==> src/rtl/nandrd_pkg.sv <==
package nandrd_pkg;

  typedef enum logic [1:0] {
    MODE_IDLE = 2'd0,
    MODE_A    = 2'd1,
    MODE_B    = 2'd2,
    MODE_C    = 2'd3
  } rd_mode_e;

  localparam logic [7:0] CMD_RESET  = 8'hFF;
  localparam logic [7:0] CMD_READ_A = 8'h00;
  localparam logic [7:0] CMD_READ_B = 8'h01;
  localparam logic [7:0] CMD_READ_C = 8'h50;

  localparam int unsigned PAGE_BYTES = 528;
  localparam int unsigned HI_WEIGHT  = PAGE_BYTES * 256;

  function automatic logic [9:0] mode_offset(rd_mode_e m);
    case (m)
      MODE_B:  return 10'h100;
      MODE_C:  return 10'h200;
      default: return 10'h000;
    endcase
  endfunction

  function automatic logic [7:0] fold_byte(logic [31:0] a, logic [7:0] key);
    return a[7:0] ^ a[15:8] ^ a[23:16] ^ a[31:24] ^ key;
  endfunction

endpackage

==> src/rtl/nandrd_strobe.sv <==
module nandrd_strobe (
  input  logic clk,
  input  logic rst,
  input  logic ce0_n,
  input  logic ce1_n,
  input  logic cle,
  input  logic ale,
  input  logic we_n,
  input  logic re_n,
  output logic sel_valid,
  output logic sel_idx,
  output logic cmd_stb,
  output logic addr_stb,
  output logic rd_stb,
  output logic idle
);
  logic we_q, re_q;
  logic we_fall, re_fall;

  always_ff @(posedge clk) begin
    if (rst) begin
      we_q <= 1'b1;
      re_q <= 1'b1;
    end else begin
      we_q <= we_n;
      re_q <= re_n;
    end
  end

  assign we_fall   = we_q & ~we_n;
  assign re_fall   = re_q & ~re_n;
  assign sel_valid = ~ce0_n | ~ce1_n;
  assign sel_idx   = ce0_n;
  assign cmd_stb   = sel_valid & we_fall & cle;
  assign addr_stb  = sel_valid & we_fall & ~cle & ale;
  assign rd_stb    = sel_valid & re_fall & ~cle & ~ale;
  assign idle      = sel_valid & we_n & re_n;
endmodule

==> src/rtl/nandrd_die.sv <==
module nandrd_die
  import nandrd_pkg::*;
#(
  parameter int unsigned ADDR_W       = 24,
  parameter logic [7:0]  DEV_KEY      = 8'h00,
  parameter bit          FILL_PATTERN = 1'b0
) (
  input  logic       clk,
  input  logic       rst,
  input  logic       sel,
  input  logic       cmd_stb,
  input  logic       addr_stb,
  input  logic       rd_stb,
  input  logic       idle,
  input  logic [7:0] din,
  output logic [7:0] rd_byte,
  output logic       err,
  output logic       rdy
);
  localparam int unsigned CNT_MAX = 3;

  rd_mode_e          mode;
  logic [1:0]        acnt;
  logic [ADDR_W-1:0] ptr;
  logic [63:0]       nxt_wide;

  always_comb begin
    case (acnt)
      2'd0:    nxt_wide = 64'(din) + 64'(mode_offset(mode));
      2'd1:    nxt_wide = 64'(ptr) + 64'(din) * 64'(HI_WEIGHT);
      default: nxt_wide = 64'(ptr) + 64'(din) * 64'(PAGE_BYTES);
    endcase
  end

  generate
    if (FILL_PATTERN) begin : g_pattern
      assign rd_byte = fold_byte(32'(ptr), DEV_KEY);
    end else begin : g_erased
      assign rd_byte = 8'hFF;
    end
  endgenerate

  always_ff @(posedge clk) begin
    if (rst) begin
      mode <= MODE_IDLE;
      acnt <= 2'd0;
      ptr  <= '0;
      err  <= 1'b0;
      rdy  <= 1'b0;
    end else if (sel) begin
      if (idle) rdy <= 1'b1;
      if (cmd_stb) begin
        case (din)
          CMD_RESET: begin
            mode <= MODE_IDLE;
            err  <= 1'b0;
          end
          CMD_READ_A: begin
            mode <= MODE_A;
            acnt <= 2'd0;
          end
          CMD_READ_B: begin
            mode <= MODE_B;
            acnt <= 2'd0;
          end
          CMD_READ_C: begin
            mode <= MODE_C;
            acnt <= 2'd0;
          end
          default: err <= 1'b1;
        endcase
      end else if (addr_stb) begin
        if (32'(acnt) < CNT_MAX) begin
          ptr  <= nxt_wide[ADDR_W-1:0];
          acnt <= acnt + 2'd1;
        end
      end else if (rd_stb) begin
        ptr <= ptr + 1'b1;
      end
    end
  end
endmodule

==> src/rtl/nandrd_target.sv <==
module nandrd_target #(
  parameter int unsigned ADDR_W       = 24,
  parameter bit          FILL_PATTERN = 1'b0
) (
  input  logic       clk,
  input  logic       rst,
  input  logic       ce0_n,
  input  logic       ce1_n,
  input  logic       cle,
  input  logic       ale,
  input  logic       we_n,
  input  logic       re_n,
  input  logic [7:0] bus_in,
  output logic [7:0] bus_out,
  output logic       bus_oe,
  output logic [1:0] rdy,
  output logic [1:0] cmd_err
);
  localparam int unsigned N_DEV = 2;

  logic sel_valid, sel_idx, cmd_stb, addr_stb, rd_stb, idle;
  logic [7:0] rd_byte [N_DEV];

  nandrd_strobe u_strobe (
    .clk(clk), .rst(rst), .ce0_n(ce0_n), .ce1_n(ce1_n),
    .cle(cle), .ale(ale), .we_n(we_n), .re_n(re_n),
    .sel_valid(sel_valid), .sel_idx(sel_idx), .cmd_stb(cmd_stb),
    .addr_stb(addr_stb), .rd_stb(rd_stb), .idle(idle)
  );

  generate
    for (genvar i = 0; i < N_DEV; i++) begin : g_dev
      nandrd_die #(
        .ADDR_W(ADDR_W),
        .DEV_KEY((i == 0) ? 8'h00 : 8'hA5),
        .FILL_PATTERN(FILL_PATTERN)
      ) u_die (
        .clk(clk), .rst(rst),
        .sel(sel_valid && (32'(sel_idx) == i)),
        .cmd_stb(cmd_stb), .addr_stb(addr_stb), .rd_stb(rd_stb),
        .idle(idle), .din(bus_in),
        .rd_byte(rd_byte[i]), .err(cmd_err[i]), .rdy(rdy[i])
      );
    end
  endgenerate

  always_ff @(posedge clk) begin
    if (rst) begin
      bus_out <= 8'h00;
      bus_oe  <= 1'b0;
    end else if (rd_stb) begin
      bus_out <= rd_byte[sel_idx];
      bus_oe  <= 1'b1;
    end else if (idle) begin
      bus_oe  <= 1'b0;
    end
  end
endmodule

==> config.mk <==
export PLATFORM = sky130hd
export DESIGN_NAME = nandrd_target
export DESIGN_NICKNAME = d
export VERILOG_FILES = /design/src/rtl/nandrd_pkg.sv /design/src/rtl/nandrd_strobe.sv /design/src/rtl/nandrd_die.sv /design/src/rtl/nandrd_target.sv
export SDC_FILE = /design/constraint.sdc
export NUM_CORES = 1
export LEC_CHECK = 0
export ABC_CLOCK_PERIOD_IN_PS = 1200
export BUFFER_PORTS_ARGS = -buffer_cell sky130_fd_sc_hd__clkbuf_2
export CORE_AREA = 3 3 40 42
export CTS_CLUSTER_DIAMETER = 60
export DETAILED_ROUTE_END_ITERATION = 10
export DIE_AREA = 0 0 43 45
export PLACE_DENSITY = 0.72
export SLEW_MARGIN = 15
export SYNTH_ARGS = -nofsm -noshare
export SYNTH_HDL_FRONTEND = slang
export SYNTH_SLANG_ARGS = --single-unit
==> constraint.sdc <==
create_clock -name clk -period 1.2 [get_ports clk]
set_input_delay 0.12 -clock clk [delete_from_list [all_inputs] [get_ports clk]]
set_output_delay 0.12 -clock clk [all_outputs]
set_load 0.01 [all_outputs]
After elaboration in Yosys (flattened, before gate mapping)
Cells that the tools add are included.
{ "word_totals": {"reg_bits": 15, "input_bits": 16, "out_inout_bits": 13, "word_cells": 44} }
{ "classes": {"magnitude_cmp": 1, "eq_ne": 3, "muxes": 5, "bitwise": 18, "reduce_logical": 9} }
{ "op_table": {"columns": ["cell", "count"], "rows": [
  ["$mux W8", 2],
  ["$and A1 B1 Y1", 9],
  ["$eq A8 B1 Y1 const B", 1],
  ["$eq A8 B7 Y1 const B", 1],
  ["$eq A8 B8 Y1 const B", 1],
  ["$logic_not A8 Y1", 1],
  ["$not A1 Y1", 7],
  ["$reduce_and A3 Y1", 2],
  ["$reduce_and A2 Y1", 2],
  ["$reduce_or A3 Y1", 1],
  ["$ge A2 B2 Y1 const B", 1],
  ["$logic_and A1 B1 Y1", 2],
  ["$mux W1", 2],
  ["$not A1 Y2", 1],
  ["$pmux W1 S2", 1],
  ["$reduce_bool A2 Y1", 1],
  ["$or A1 B1 Y1", 1]
]} }

Depth between registers and ports, before layout
{ "depth": {"ltp_word": 6, "ltp_mapped": 3, "ltp_nobuf": 3} }

Hierarchy
A second synthesis with hierarchy kept.
{ "unflattened": {"hier_cells": 101, "hier_area_um2": 877.1} }
{ "by_module_without_submodules": {"columns": ["module", "n_inst", "cells_per_inst", "area_each_um2", "seq_area_each_um2"], "rows": [
  ["nandrd_target", 1, 42, 415.4, 180.2],
  ["nandrd_die", 2, 23, 178.9, 40.0],
  ["nandrd_strobe", 1, 13, 103.8, 40.0]
]} }

Worst setup path after synthesis
No wires, ideal clock.
{ "synth_path": {"path_kind": "input -> register", "start": "in bus_in[1]", "end": "reg g_dev[0].u_die.err", "setup_time_ns": 0.132, "arrival_ns": 0.920, "required_time_ns": 1.068, "path_slack_ns": 0.149, "cell_stages": 3, "n_path_buf": 0, "path_cell_list": "or3_1 -> a2111oi_0 -> nor4_1"} }
{ "synth_via": {"elab_chain_cells": 4, "word_cells_on_any_way": 8, "cone_classes": "eq/ne (3); mux (1); bitwise (1); reduce/logical (3)"} }
{ "synth_rtl": {"columns": ["item", "line", "rtl"], "rows": [
  ["start, declared", "nandrd_target.sv:13", "input logic [7:0] bus_in,"],
  ["$eq A8 B1 Y1 (tied with other cells)", null, null],
  ["$reduce_or A3 Y1 (no source line)", null, null],
  ["$not A1 Y1 (no source line)", null, null],
  ["$reduce_and A3 Y1 (no source line)", null, null],
  ["end signal, assigned", "nandrd_die.sv:48", "err <= 1'b0;"],
  ["end signal, assigned", "nandrd_die.sv:56", "err <= 1'b0;"],
  ["end signal, assigned", "nandrd_die.sv:70", "default: err <= 1'b1;"],
  ["end, declared", "nandrd_die.sv:17", "output logic err,"]
]} }
Several ways; a longest one is shown, not always the timed one.
A chain may end at the register's enable or synchronous reset.

==> results.yml <==
run_status:
  status: "completed"
setup_path:
  cp_top_family: "flip-flops"
  crit_cells: 1
  path_class: "flip-flop to primary output"
  r2r_cells: 3
  cp.arrival_ns: 0.86
  slowest_stage: "dfxtp_1"
  crit_required_ns: 1.08
  worstPathMaxFanout: 9
  critPathLaunchType: "flip-flop"
  path_buf_inv: 1
  crit_path_max_incr_delay_ns: 0.44
  path_cells: "clkbuf_2"
  end_kind: "primary output"
cells_and_area:
  antenna_cells: 0
  fin_nets: 90
  area_growth_syn_to_layout_pct: 22.4
  finalInstanceArea_um2: 541
  final_util: 0.421
  drive_above_1_share: 0.500
power_and_ir_drop:
  p_comb_frac: 0.168
  seq_power_share: 0.490
  power.internal_mw: 0.439
  peakVddDrop_v: 0.000478
  p_sw_mw: 0.145
  p_clk_frac: 0.342
  powerDensity_nw_per_um2: 1080
  power_switching_share: 0.248
  p_leak_nw: 0.250
clocking:
  cts_buffers: 3
  htreeDepth: 1
  post_cts.repair.setup_buffers: 0
  clock_path_buffers: 2
  cts_sinks: 8
  insertion_delay_ns: 0.25
  tritoncts: "yes"
  clock-root-buffer: "clkbuf_4"
  ctsResizeCount: 0
  postCtsHoldBufs: 0
  path_clk_slew_ns: 0.05
routing:
  ant_nets: 0
  wl_um: 1010
  dr.first_iter.drc_count: 2
  viasPerCell: 4.94
  drc: 0
  wl_per_cell_um: 11.6
  vias: 430
  drt_pass1_iterations: 6
grt:
  grt-ovfl-total: 0
  grt_pass1_vias: 379
  grt_pass1_wl_um: 1560
  grt_max_degree: 10
  grt_antenna_before_repair: 0
  track_usage: 0.114
placed_design:
  port_buffers: 28
  gp_congestion: 0.671
  hpwl_um: 870
  postPlaceCellArea_um2: 518
die:
  dieArea_um2: 1940
  core_um2: 1280
  die_w_um: 43
  io_pins: 29
  die_h_um: 45
  rows: 13
  initial_utilization: 0.344
flow_run:
  drv_cap: 0
worst_hold_path:
  hp-class: "input port to flip-flop"
  min_path_cells: 2
logic_synthesis:
  yosysWarnings: 0
  syn_area_per_cell_um2: 8.49
  seq_area_frac_synth: 0.363
  async_flop_share: 0
  syn-num-nets: 68
  syn_area_um2: 442
  synth_cell_types: 17
  synth_edf_count: 0
  synth-seq-cells: 8
  synthFlopType: "dfxtp_1"
  synth_cells: 52
sta:
  rsz0062_at_grt: "false"
  maxSlewViolCount: 0
  fin_crit_sh: 0.820
  tightest_slew_ns: 0.366
  slew-limit-headroom: 0.750
  clock_skew_ns: 0.00216
  finalHoldViolCount: 0
  min_period_ns: 0.984
  max_freq_mhz: 1020
  setup_violations: 0
==> sequential cells by signal (all words and copies together) (netlist names) <==
| register | count |
|---|---|
| bus_oe | 1 |
| g_dev.u_die.rdy | 2 |
| u_strobe.re_q | 1 |
| u_strobe.we_q | 1 |
| bus_out | 1 |
| g_dev.u_die.err | 2 |
==> cell usage after synthesis, drive strengths merged, types with 2 or more instances <==
library cell,n,share of area
dfxtp,8,0.36
nand2,2,0.017
a21oi,2,0.023
nand3b,2,0.034
a2111oi,2,0.040
buf,11,0.19
inv,3,0.025
nor2,2,0.017
a31oi,4,0.057
nor2b,2,0.028
nor4,4,0.057
or2,4,0.057
nand4,2,0.028
==> area by class of cell <==
type,count,area [um^2]
inverter,3,11.3
fill,137,744
tap,15,18.8
multi-input combinational,30,188
sequential,8,160
clock buffer,3,22.5
timing repair buffer,28,140
==> metal layers <==
| metal | up-vias | track usage | share of wire |
|---|---|---|---|
| li1 | 219 | - | - |
| met1 | 193 | 0.112 | 0.39 |
| met2 | 16 | 0.186 | 0.50 |
| met3 | 2 | 0.0757 | 0.095 |
| met4 | 0 | 0.0542 | 0.0089 |
| met5 | - | 0 | 0 |
==> power groups by stage <==
stage / logic (mW) / registers, mW / clock network (mW)
2_1_floorplan: 0.0590 / 0.291 / 0
4_1_cts: 0.0993 / 0.286 / 0.208
3_5_place_dp: 0.0992 / 0.292 / 0
3_3_place_gp: 0.0958 / 0.291 / 0
6_report: 0.0981 / 0.286 / 0.200
5_1_grt: 0.110 / 0.288 / 0.227
==> cells by family after synthesis <==
group | synth area share
AOI/OAI and AO/OA | 0.139
DFF | 0.363
and+or+nand+nor | 0.286
buffers and inverters | 0.212
==> metrics by stage <==
| stage | hold WS (ns) | instances | setup slack (ns) | total power [mW] | TNS, ns |
|---|---|---|---|---|---|
| detailed placement | 0.400 | 84 | -0.00432 | 0.391 | -0.00432 |
| global route | 0.147 | 87 | 0.113 | 0.625 | 0 |
| floorplan | 0.189 | 52 | 0.149 | 0.350 | 0 |
| CTS | 0.135 | 87 | 0.196 | 0.594 | 0 |
| finish | 0.141 | 87 | 0.216 | 0.584 | 0 |
| global placement | 0.387 | 84 | 0.0269 | 0.387 | 0 |
==> path summary, 6_finish.rpt <==
kind / from / to / slack (ns)
min: re_n / u_strobe.re_q / 0.14
max reg2reg: u_strobe.we_q / g_dev[1].u_die.err / 0.24
max: bus_out[6] / bus_out[1] / 0.22
min reg2reg: g_dev[1].u_die.rdy / g_dev[1].u_die.rdy / 0.47
==> cell usage in the layout, fill, tap and decap left out, drive strengths merged <==
cell type / instances
a2111oi: 2
clkbuf: 31
nor2b: 2
or3: 1
nand4: 2
nand2b: 1
nand3b: 2
a31o: 1
dfxtp: 8
nor4: 4
inv: 3
nor4b: 1
or2: 4
a21oi: 2
a31oi: 4
nand2: 2
nor2: 2
(Power assumes the default switching activity.)
